<file path="src/rtl/spi_port_pkg.sv">
package spi_port_pkg;

  localparam logic [3:0] MODE_DIV_LO   = 4'd0;
  localparam logic [3:0] MODE_DIV_MID  = 4'd1;
  localparam logic [3:0] MODE_DIV_HI   = 4'd2;
  localparam logic [3:0] MODE_TIMER    = 4'd3;
  localparam logic [3:0] MODE_SLV_SEL  = 4'd4;
  localparam logic [3:0] MODE_SLV_FREE = 4'd5;

  typedef struct packed {
    logic       wcol;
    logic       ovf;
    logic       en;
    logic       cpol;
    logic [3:0] mode;
  } ctrl_t;

endpackage

</file>
<file path="src/rtl/spi_sync.sv">
module spi_sync #(
  parameter int         W       = 3,
  parameter logic [W-1:0] RST_VAL = '0
) (
  input  logic         clk_i,
  input  logic         rst_ni,
  input  logic [W-1:0] d_i,
  output logic [W-1:0] q_o
);

  for (genvar i = 0; i < W; i++) begin : g_bit
    logic meta_q, stab_q;
    always_ff @(posedge clk_i or negedge rst_ni) begin
      if (!rst_ni) begin
        meta_q <= RST_VAL[i];
        stab_q <= RST_VAL[i];
      end else begin
        meta_q <= d_i[i];
        stab_q <= meta_q;
      end
    end
    assign q_o[i] = stab_q;
  end

endmodule

</file>
<file path="src/rtl/spi_clk_gen.sv">
module spi_clk_gen #(
  parameter int DIV_LO  = 4,
  parameter int DIV_MID = 16,
  parameter int DIV_HI  = 64
) (
  input  logic       clk_i,
  input  logic       rst_ni,
  input  logic       run_i,
  input  logic [1:0] sel_i,
  input  logic       tick_i,
  output logic       lead_o,
  output logic       trail_o,
  output logic       phase_o
);

  localparam int CW = $clog2(DIV_HI / 2) + 1;

  logic [CW-1:0] cnt_q, half;
  logic          phase_q, use_tick, step;

  always_comb begin
    case (sel_i)
      2'd0:    half = CW'(DIV_LO / 2);
      2'd1:    half = CW'(DIV_MID / 2);
      default: half = CW'(DIV_HI / 2);
    endcase
  end

  assign use_tick = (sel_i == 2'd3);
  assign step     = run_i && (use_tick ? tick_i : (cnt_q == half - 1'b1));

  always_ff @(posedge clk_i or negedge rst_ni) begin
    if (!rst_ni) begin
      cnt_q   <= '0;
      phase_q <= 1'b0;
    end else if (!run_i) begin
      cnt_q   <= '0;
      phase_q <= 1'b0;
    end else if (step) begin
      cnt_q   <= '0;
      phase_q <= ~phase_q;
    end else if (!use_tick) begin
      cnt_q   <= cnt_q + 1'b1;
    end
  end

  assign lead_o  = step & ~phase_q;
  assign trail_o = step & phase_q;
  assign phase_o = phase_q;

  // divided clock: two steps are never back to back
  assert_step_spacing_R1: assert property (@(posedge clk_i) disable iff (!rst_ni)
    (run_i && !use_tick && step) |=> !step);

endmodule

</file>
<file path="src/rtl/spi_shifter.sv">
module spi_shifter #(
  parameter int W = 8
) (
  input  logic         clk_i,
  input  logic         rst_ni,
  input  logic         clear_i,
  input  logic         load_i,
  input  logic [W-1:0] load_data_i,
  input  logic         lead_i,
  input  logic         trail_i,
  input  logic         sin_i,
  output logic         sout_o,
  output logic         shifting_o,
  output logic         done_o,
  output logic [W-1:0] rx_o
);

  localparam int          CW   = $clog2(W);
  localparam logic [CW-1:0] LAST = CW'(W - 1);

  logic [W-1:0]  sr_q;
  logic [CW-1:0] cnt_q;
  logic          mid_q, sout_q;

  always_ff @(posedge clk_i or negedge rst_ni) begin
    if (!rst_ni) begin
      sr_q   <= '0;
      cnt_q  <= '0;
      mid_q  <= 1'b0;
      sout_q <= 1'b0;
    end else begin
      if (load_i) sr_q <= load_data_i;
      if (clear_i) begin
        cnt_q <= '0;
        mid_q <= 1'b0;
      end else if (lead_i) begin
        sout_q <= sr_q[W-1];
        mid_q  <= 1'b1;
      end else if (trail_i) begin
        sr_q  <= {sr_q[W-2:0], sin_i};
        mid_q <= 1'b0;
        cnt_q <= (cnt_q == LAST) ? '0 : cnt_q + 1'b1;
      end
    end
  end

  assign sout_o     = sout_q;
  assign shifting_o = mid_q || (cnt_q != '0);
  assign done_o     = trail_i && !clear_i && (cnt_q == LAST);
  assign rx_o       = {sr_q[W-2:0], sin_i};

  // a sampling edge only ever follows a launching edge
  assert_lead_before_trail_R4: assert property (@(posedge clk_i) disable iff (!rst_ni)
    (trail_i && !clear_i) |-> mid_q);

endmodule

</file>
<file path="src/rtl/spi_port.sv">
module spi_port
  import spi_port_pkg::*;
#(
  parameter int DATA_W  = 8,
  parameter int DIV_LO  = 4,
  parameter int DIV_MID = 16,
  parameter int DIV_HI  = 64
) (
  input  logic              clk_i,
  input  logic              rst_ni,
  input  logic              reg_we_i,
  input  logic              reg_re_i,
  input  logic              reg_addr_i,
  input  logic [DATA_W-1:0] reg_wdata_i,
  output logic [DATA_W-1:0] reg_rdata_o,
  input  logic              timer_tick_i,
  input  logic              sck_i,
  output logic              sck_o,
  output logic              sck_oe_o,
  input  logic              sdi_i,
  output logic              sdo_o,
  output logic              sdo_oe_o,
  input  logic              ss_ni,
  output logic              done_o
);

  ctrl_t             ctrl_q;
  logic [DATA_W-1:0] buf_q;
  logic              full_q, busy_q, done_q;
  logic              is_master, is_slave, port_on, ss_honour;

  always_comb begin
    is_master = ctrl_q.en && (ctrl_q.mode <= MODE_TIMER);
    is_slave  = ctrl_q.en && ((ctrl_q.mode == MODE_SLV_SEL) || (ctrl_q.mode == MODE_SLV_FREE));
    ss_honour = (ctrl_q.mode == MODE_SLV_SEL);
    port_on   = is_master || is_slave;
  end

  // slave pins oversampled in the system clock domain
  logic [2:0] pin_s;
  logic       sck_prev_q, ss_prev_q;
  logic       sck_s, ss_s, sdi_s;

  spi_sync #(.W(3), .RST_VAL(3'b100)) u_sync (
    .clk_i (clk_i),
    .rst_ni(rst_ni),
    .d_i   ({ss_ni, sck_i, sdi_i}),
    .q_o   (pin_s)
  );

  assign sdi_s = pin_s[0];
  assign sck_s = pin_s[1];
  assign ss_s  = pin_s[2];

  always_ff @(posedge clk_i or negedge rst_ni) begin
    if (!rst_ni) begin
      sck_prev_q <= 1'b0;
      ss_prev_q  <= 1'b1;
    end else begin
      sck_prev_q <= sck_s;
      ss_prev_q  <= ss_s;
    end
  end

  logic ss_ok, s_rise, s_fall, s_lead, s_trail, ss_restart;
  assign ss_ok      = !ss_honour || !ss_s;
  assign s_rise     = sck_s & ~sck_prev_q;
  assign s_fall     = ~sck_s & sck_prev_q;
  assign s_lead     = is_slave && ss_ok && (ctrl_q.cpol ? s_fall : s_rise);
  assign s_trail    = is_slave && ss_ok && (ctrl_q.cpol ? s_rise : s_fall);
  assign ss_restart = is_slave && ss_honour && ss_s && !ss_prev_q;

  // master clock
  logic m_lead, m_trail, m_phase;

  spi_clk_gen #(.DIV_LO(DIV_LO), .DIV_MID(DIV_MID), .DIV_HI(DIV_HI)) u_clk (
    .clk_i  (clk_i),
    .rst_ni (rst_ni),
    .run_i  (is_master && busy_q),
    .sel_i  (ctrl_q.mode[1:0]),
    .tick_i (timer_tick_i),
    .lead_o (m_lead),
    .trail_o(m_trail),
    .phase_o(m_phase)
  );

  // register access
  logic data_wr, ctrl_wr, data_rd;
  assign data_wr = reg_we_i && reg_addr_i;
  assign ctrl_wr = reg_we_i && !reg_addr_i;
  assign data_rd = reg_re_i && reg_addr_i;

  logic              sh_sout, sh_shifting, sh_done;
  logic [DATA_W-1:0] sh_rx;
  logic              in_flight, load, wcol_set, ovf_set;

  assign in_flight = is_master ? busy_q : sh_shifting;
  assign load      = data_wr && !in_flight;
  assign wcol_set  = data_wr && in_flight;
  assign ovf_set   = sh_done && is_slave && full_q && !data_rd;

  spi_shifter #(.W(DATA_W)) u_shift (
    .clk_i      (clk_i),
    .rst_ni     (rst_ni),
    .clear_i    (!port_on || ss_restart),
    .load_i     (load),
    .load_data_i(reg_wdata_i),
    .lead_i     (is_master ? m_lead : s_lead),
    .trail_i    (is_master ? m_trail : s_trail),
    .sin_i      (is_master ? sdi_i : sdi_s),
    .sout_o     (sh_sout),
    .shifting_o (sh_shifting),
    .done_o     (sh_done),
    .rx_o       (sh_rx)
  );

  always_ff @(posedge clk_i or negedge rst_ni) begin
    if (!rst_ni) begin
      ctrl_q <= '0;
      buf_q  <= '0;
      full_q <= 1'b0;
      busy_q <= 1'b0;
      done_q <= 1'b0;
    end else begin
      done_q <= sh_done;
      if (ctrl_wr) begin
        ctrl_q.en   <= reg_wdata_i[5];
        ctrl_q.cpol <= reg_wdata_i[4];
        ctrl_q.mode <= reg_wdata_i[3:0];
        ctrl_q.wcol <= wcol_set || (ctrl_q.wcol && reg_wdata_i[7]);
        ctrl_q.ovf  <= ovf_set || (ctrl_q.ovf && reg_wdata_i[6]);
      end else begin
        ctrl_q.wcol <= ctrl_q.wcol || wcol_set;
        ctrl_q.ovf  <= ctrl_q.ovf || ovf_set;
      end
      if (!is_master)   busy_q <= 1'b0;
      else if (load)    busy_q <= 1'b1;
      else if (sh_done) busy_q <= 1'b0;
      if (sh_done && !ovf_set) begin
        buf_q  <= sh_rx;
        full_q <= 1'b1;
      end else if (data_rd) begin
        full_q <= 1'b0;
      end
    end
  end

  assign reg_rdata_o = reg_addr_i ? buf_q : DATA_W'(ctrl_q);
  assign sck_oe_o    = is_master;
  assign sck_o       = is_master ? (m_phase ^ ctrl_q.cpol) : ctrl_q.cpol;
  assign sdo_oe_o    = is_master || (is_slave && ss_ok);
  assign sdo_o       = sdo_oe_o ? sh_sout : 1'b0;
  assign done_o      = done_q;

  assert_sck_idle_R3: assert property (@(posedge clk_i) disable iff (!rst_ni)
    (is_master && !busy_q) |-> (sck_o == ctrl_q.cpol));

  assert_wcol_sticky_R7: assert property (@(posedge clk_i) disable iff (!rst_ni)
    (ctrl_q.wcol && !(ctrl_wr && !reg_wdata_i[7])) |=> ctrl_q.wcol);

  assert_ovf_keeps_buf_R8: assert property (@(posedge clk_i) disable iff (!rst_ni)
    $rose(ctrl_q.ovf) |-> $stable(buf_q));

  assert_no_overflow_R9: assert property (@(posedge clk_i) disable iff (!rst_ni)
    $rose(ctrl_q.ovf) |-> $past(is_slave));

  assert_quiet_when_off_R10: assert property (@(posedge clk_i) disable iff (!rst_ni)
    !port_on |=> !done_o);

endmodule

</file>
<file path="config.mk">
export PLATFORM = sky130hd
export DESIGN_NAME = spi_port
export DESIGN_NICKNAME = d
export VERILOG_FILES = /design/src/rtl/spi_port_pkg.sv /design/src/rtl/spi_sync.sv /design/src/rtl/spi_clk_gen.sv /design/src/rtl/spi_shifter.sv /design/src/rtl/spi_port.sv
export SDC_FILE = /design/constraint.sdc
export NUM_CORES = 1
export LEC_CHECK = 0
export BUFFER_PORTS_ARGS = -buffer_cell sky130_fd_sc_hd__buf_2
export CORE_MARGIN = 2
export CORE_UTILIZATION = 60
export CTS_CLUSTER_DIAMETER = 100
export DETAILED_ROUTE_END_ITERATION = 10
export HOLD_SLACK_MARGIN = 0.08
export MAX_ROUTING_LAYER = met4
export PLACE_DENSITY = 0.84
export RECOVER_POWER = 50
export SETUP_SLACK_MARGIN = 0.2
export SLEW_MARGIN = 20
export SYNTH_ARGS = -nofsm -noshare
export SYNTH_HDL_FRONTEND = slang
export SYNTH_HIERARCHICAL = 1
export SYNTH_SLANG_ARGS = --single-unit
</file>
<file path="constraint.sdc">
create_clock -name clk_i -period 5.3 [get_ports clk_i]
set_clock_uncertainty 0.2 [all_clocks]
set_input_delay 0.795 -clock clk_i [delete_from_list [all_inputs] [get_ports clk_i]]
set_output_delay 0.795 -clock clk_i [all_outputs]
set_load 0.1 [all_outputs]
</file>
; ---- After elaboration in Yosys (flattened, before gate mapping)
; Cells that the tools add are included.
[totals]
regBits = 47
inputBits = 17
out_inout_bits = 13
[op_classes]
addsub = 3
magnitude_cmp = 1
eq_ne = 10
muxes = 33
bitwise = 9
n_reduce_logical = 49
[ops]
columns = op, n
row1 = 8-bit two-way mux, 5
row2 = 1-bit logical AND, 23
row3 = 1-bit two-way mux, 19
row4 = 6-bit two-way mux, 3
row5 = 3-bit two-way mux, 4
row6 = 6-bit case mux with 2 select lines, 1
row7 = 1-bit logical OR, 10
row8 = 1-bit logical NOT, 9
row9 = 4-bit by 3-bit equality test with 1-bit output (second input constant), 2
row10 = 6-bit by 1-bit adder with 6-bit output (second input constant), 1
row11 = 6-bit equality test, 1
row12 = 3-bit nonzero test, 2
row13 = 6-bit by 1-bit subtractor with 6-bit output (second input constant), 1
row14 = 1-bit AND, 4
row15 = 4-bit by 2-bit less-or-equal comparator with 1-bit output (second input constant), 1
row16 = 1-bit inverter, 4
row17 = 2-bit AND reduction, 2
row18 = 2-bit nonzero test, 2
row19 = 3-bit by 1-bit adder with 3-bit output (second input constant), 1
row20 = 3-bit equality test (second input constant), 1
row21 = 3-bit by 1-bit inequality test with 1-bit output (second input constant), 1
row22 = 3-bit inequality test (second input constant), 1
row23 = 2-bit by 1-bit equality test with 1-bit output (second input constant), 1
row24 = 2-bit equality test (second input constant), 1
row25 = other kinds (5), 5

; ---- Depth between registers and ports, before layout
[depth]
depth_word = 16
mapped_depth = 15
ltp_nobuf = 14

; ---- Modules after synthesis
; The synthesis kept the hierarchy.
[by_module_without_submodules]
columns = module, instances, cells_per_inst, area_each_um2, seq_area_each_um2
row1 = spi_port, 1, 99, 1084.8, 526.8
row2 = spi_shifter, 1, 69, 711.9, 325.3
row3 = spi_clk_gen, 1, 49, 471.7, 175.2
row4 = spi_sync, 1, 9, 175.2, 152.6

; ---- Worst setup path after synthesis
; No wires, ideal clock.
[synth_timing]
path_kind = reg2out
start = register ctrl_q[3] (netlist name)
end = output port sck_o
arrival_ps = 3650
t_required_ps = 4305
path_slack_ps = 655
stages_incl_launch_ff = 4
n_path_buf = 0
cell_sequence = dfrtp_1 > nor3b_2 > nand2_1 > xnor2_1
[synth_between]
elab_chain_cells = 3
[synth_rtl]
columns = element, line_no
row1 = start: declaration, spi_port.sv:27  ; ctrl_t ctrl_q;
row2 = 4-bit by 2-bit less-or-equal comparator with 1-bit output, spi_port.sv:33  ; is_master = ctrl_q.en && (ctrl_q.mode <= MODE_TIMER);
row3 = 1-bit logical AND, spi_port.sv:33
row4 = via sck_oe_o, spi_port.sv:19  ; output logic sck_oe_o,
row5 = 1-bit two-way mux, spi_port.sv:150  ; assign sck_o = is_master ? (m_phase ^ ctrl_q.cpol) : ctrl_q.cpol;
row6 = end: declaration, spi_port.sv:18  ; output logic sck_o,
; The timed path passes the listed nets, and every way through them passes these cells.

; ---- Worst setup path in the final report
[layout_timing]
start = register ctrl_q[0] (netlist name)
end = register buf_q[3]
[layout_between]
elab_chain_cells = 15
elab_cells_between_ends = 35
cone_classes = add/sub (1) / order compare (1) / eq/ne (5) / mux (3) / bitwise (1) / reduce/logical (24)
[layout_rtl]
columns = element, line_no
row1 = 2-bit by 1-bit equality test with 1-bit output or 2-bit logical NOT (tied branches), spi_clk_gen.sv:22  ; case (sel_i)
row2 = 6-bit case mux with 2 select lines, spi_clk_gen.sv:22
row3 = 6-bit by 1-bit subtractor with 6-bit output, spi_clk_gen.sv:30  ; assign step = run_i && (use_tick ? tick_i : (cnt_q == half - 1'b1));
row4 = 6-bit equality test, spi_clk_gen.sv:30
row5 = 1-bit two-way mux, spi_clk_gen.sv:30
row6 = 1-bit logical AND *, spi_clk_gen.sv:30
row7 = 1-bit AND *, spi_clk_gen.sv:48  ; assign trail_o = step & phase_q;
row8 = via m_trail, spi_port.sv:74  ; logic m_lead, m_trail, m_phase;
row9 = 1-bit two-way mux *, spi_port.sv:109  ; .trail_i (is_master ? m_trail : s_trail),
row10 = 1-bit logical AND * (2 in a row), spi_shifter.sv:49  ; assign done_o = trail_i && !clear_i && (cnt_q == LAST);
row11 = via sh_done, spi_port.sv:93  ; logic sh_sout, sh_shifting, sh_done;
row12 = 1-bit logical AND (3 in a row), spi_port.sv:100  ; assign ovf_set = sh_done && is_slave && full_q && !data_rd;
row13 = 1-bit logical NOT, spi_port.sv:139  ; if (sh_done && !ovf_set) begin
row14 = 1-bit logical AND *, spi_port.sv:139
row15 = end signal: assignment, spi_port.sv:140  ; buf_q <= sh_rx;
row16 = end: declaration, spi_port.sv:28  ; logic [DATA_W-1:0] buf_q;
; The timed path passes the listed nets; every way through them passes the cells marked *.
; A chain may end at the register's enable or synchronous reset.

==> out/results.ini <==
[outcome]
outcome = complete, but fails checks
violations = capacitance limit, slew limit

[detailed_routing]
drc = 0
ant_nets = 0
routedWlPerCell_um = 16.2
num_vias = 1660
vias_per_cell = 5.61
drt_iter0_drc = 100
routed_wirelength_um = 4790
first_pass_iters = 4

[floorplanning]
start_util = 0.615
die_width_um = 67.8
io_pins = 30
std_cell_rows = 23
core_area_um2 = 3970
fp.dieH_um = 67.8
die_area_um2 = 4600

[final_layout]
fill_cells = 311
layoutNonFillerInstCount = 296
final_util = 0.666
drive_above_1_share = 0.264
final_cell_area_um2 = 2650
most-common-layout-cells = dfrtp_1, nand2_1, buf_2, o21ai_0, mux2i_1
nets = 268
final_common_cell = dfrtp_1
diodes = 0
area_growth_pct = 8.24

[sta]
setup_ws_ns = 1.69
max_slew_margin = -0.642
worstMarginPinSlew_ns = 2.46
clock.fmax_mhz = 277
rsz0062_at_grt = no
hold_viol_final = 0
fin_crit_sh = 0.681
setup_tns_ns = 0
slew_viol_final = 48
fin_crit_ns = 3.61
finalSetupViolCount = 0

[placement]
dp_hpwl_um = 3360
placed_cells = 288
place_ws_ns = 1.72
dpl_cell_area_um2 = 2530
routabilityCongestion = 0.869
port_buffers = 29

[worst_setup_path]
reg2reg_depth = 14
criticalPathCategory = reg -> reg
end_kind = flip-flop
r2r_end = buf_q[3]
cp_cell_sequence = or2_4, ha_1, xor2_1, and3_2, o221ai_2, nand2_1, and3_1, nand2_1, o21ai_0, inv_1, nor3b_1, inv_1, a31o_1, mux2_4
critPathCapture = buf_q[3]
critPathSlowestCell = dfrtp_1
arrival_ns = 3.59
start_kind = flip-flop
slowest_delay_ns = 0.48
rrSetupSlack_ns = 1.69
crit_fanout = 10
reg2reg_from = ctrl_q[0]
crit_start = ctrl_q[0]
required_ns = 5.28

[synthesis]
synth-seq-area-share = 0.483
synth-seq-cells = 47
netlist_instances = 226
synth-edff-count = 0
syn_area_um2 = 2440
yosys_warnings = 6
async_reset_ff_frac = 1.00
synth-main-ff-cell = dfrtp_1
syn_avg_cell_area_um2 = 10.8
synth_fp_nets = 249
ys_types = 41

[global_routing]
grt.total_usage = 0.246
grt_overflow = 0
grt_pass1_wl_um = 7990
first_global_vias = 1650
grt_max_degree = 48
antenna_found_initial = 0

[clocking]
root_buffer = clkbuf_8
post_cts_resized = 0
cts_tree = done
cts_setup_buffers = 0
clock_latency_ns = 0.31
cts.sinks = 47
ctsHoldBuffers = 0
cts_made_buffers = 5
ctsLongestPathBuffers = 2
clkTransAtPathRegs_ns = 0.08
htreeDepth = 2

[pwr]
irDropWorstVdd_mv = 0.201
cellPowerDensity_nw_per_um2 = 307
p_leak_uw = 0.00127

[flow_run]
cap_violations = 1

[worst_hold_path]
whs_path_depth = 0
hold_class = reg -> reg

## through the flow
stage          power (µW)  hold WS [ns]
2_1_floorplan         524         0.131
3_3_place_gp          543         0.133
3_5_place_dp          548         0.136
4_1_cts               818         0.156
5_1_grt               844         0.158
6_report              813         0.156
## cells by family (layout without fill, tap and decap cells)
family                     count (synthesis)  in the layout  share of synthesized area
AOI/OAI and AO/OA                         25             25                     0.0625
xor gates and xnor gates                   7              7                     0.0251
adders and majority gates                  6              6                     0.0307
buffers and inverters                     21             41                     0.0558
DFF                                       47             47                      0.483
muxes                                     33             33                      0.157
and+or+nand+nor                           87             87                      0.186
## registers in the layout, summed over array words and instances (netlist names)
name,flops
full_q,1
ss_prev_q,1
ctrl_q,8
done_o,1
sck_prev_q,1
u_clk/cnt_q,6
u_sync/g_bit.stab_q,3
busy_q,1
u_shift/sout_o,1
buf_q,8
u_shift/cnt_q,3
u_shift/sr_q,8
u_clk/phase_o,1
u_sync/g_bit.meta_q,3
u_shift/mid_q,1
## final cells by class
type                    count  area (µm²)  area share
clock buffers               6        82.6      0.0312
well taps                  50        62.6      0.0237
inverters                   4        15.0     0.00568
clock inverters             2        35.0      0.0132
multi-input cells         158        1130       0.426
flip-flops and latches     47        1180       0.446
repair buffers             29         143      0.0539
## metal layers
layer | GRT usage | share of wire | wire, µm | up-vias
met5 | - | 0 | 0 | -
met4 | 0.103 | 0.014 | 65 | 0
met3 | 0.0543 | 0.036 | 171 | 7
met2 | 0.386 | 0.49 | 2340 | 32
met1 | 0.309 | 0.46 | 2210 | 830
li1 | - | - | - | 791
## synth_stat cells (2+ instances only)
cell | instances | area share
a21oi_1 | 2 | 0.0041
a21oi_2 | 3 | 0.011
and2_1 | 4 | 0.010
and3_1 | 4 | 0.010
buf_1 | 2 | 0.0031
buf_4 | 11 | 0.034
buf_6 | 2 | 0.0092
dfrtp_1 | 44 | 0.45
dfstp_2 | 3 | 0.032
ha_1 | 6 | 0.031
inv_1 | 4 | 0.0061
mux2_2 | 10 | 0.046
mux2_4 | 8 | 0.049
mux2i_1 | 15 | 0.061
nand2_1 | 41 | 0.063
nand2b_1 | 4 | 0.010
nand3_1 | 3 | 0.0061
nand4_1 | 2 | 0.0051
nor2_1 | 10 | 0.015
nor2b_1 | 5 | 0.013
nor3b_1 | 2 | 0.0061
o21ai_0 | 17 | 0.035
xnor2_1 | 2 | 0.0072
xor2_1 | 5 | 0.018
## critical path, delay by kind of cell, from the launching register on
family | cells | cell delay [ns]
adders and majority gates | 1 | 0.21
buffers and inverters | 2 | 0.23
AOI/OAI and AO/OA | 3 | 0.69
and+or+nand+nor | 6 | 1.17
xor gates and xnor gates | 1 | 0.16
DFF | 1 | 0.48
muxes | 1 | 0.37
## power breakdown
group	total [µW]	internal, µW	switching [µW]
combinational	138	39.5	98.6
clock	272	153	119
sequential	403	380	23.0
## worst min path at each step
stage	endpoint	slack (ns)	from
CTS	u_sync/g_bit[1].stab_q	0.16	u_sync/g_bit[1].meta_q
global route	u_sync/g_bit[1].stab_q	0.16	u_sync/g_bit[1].meta_q
global placement	u_sync/g_bit[0].stab_q	0.13	u_sync/g_bit[0].meta_q
finish	u_sync/g_bit[0].stab_q	0.16	u_sync/g_bit[0].meta_q
floorplan	u_sync/g_bit[0].stab_q	0.13	u_sync/g_bit[0].meta_q
detailed placement	u_sync/g_bit[1].stab_q	0.14	u_sync/g_bit[1].meta_q
Power figures use the tool's default switching activity.
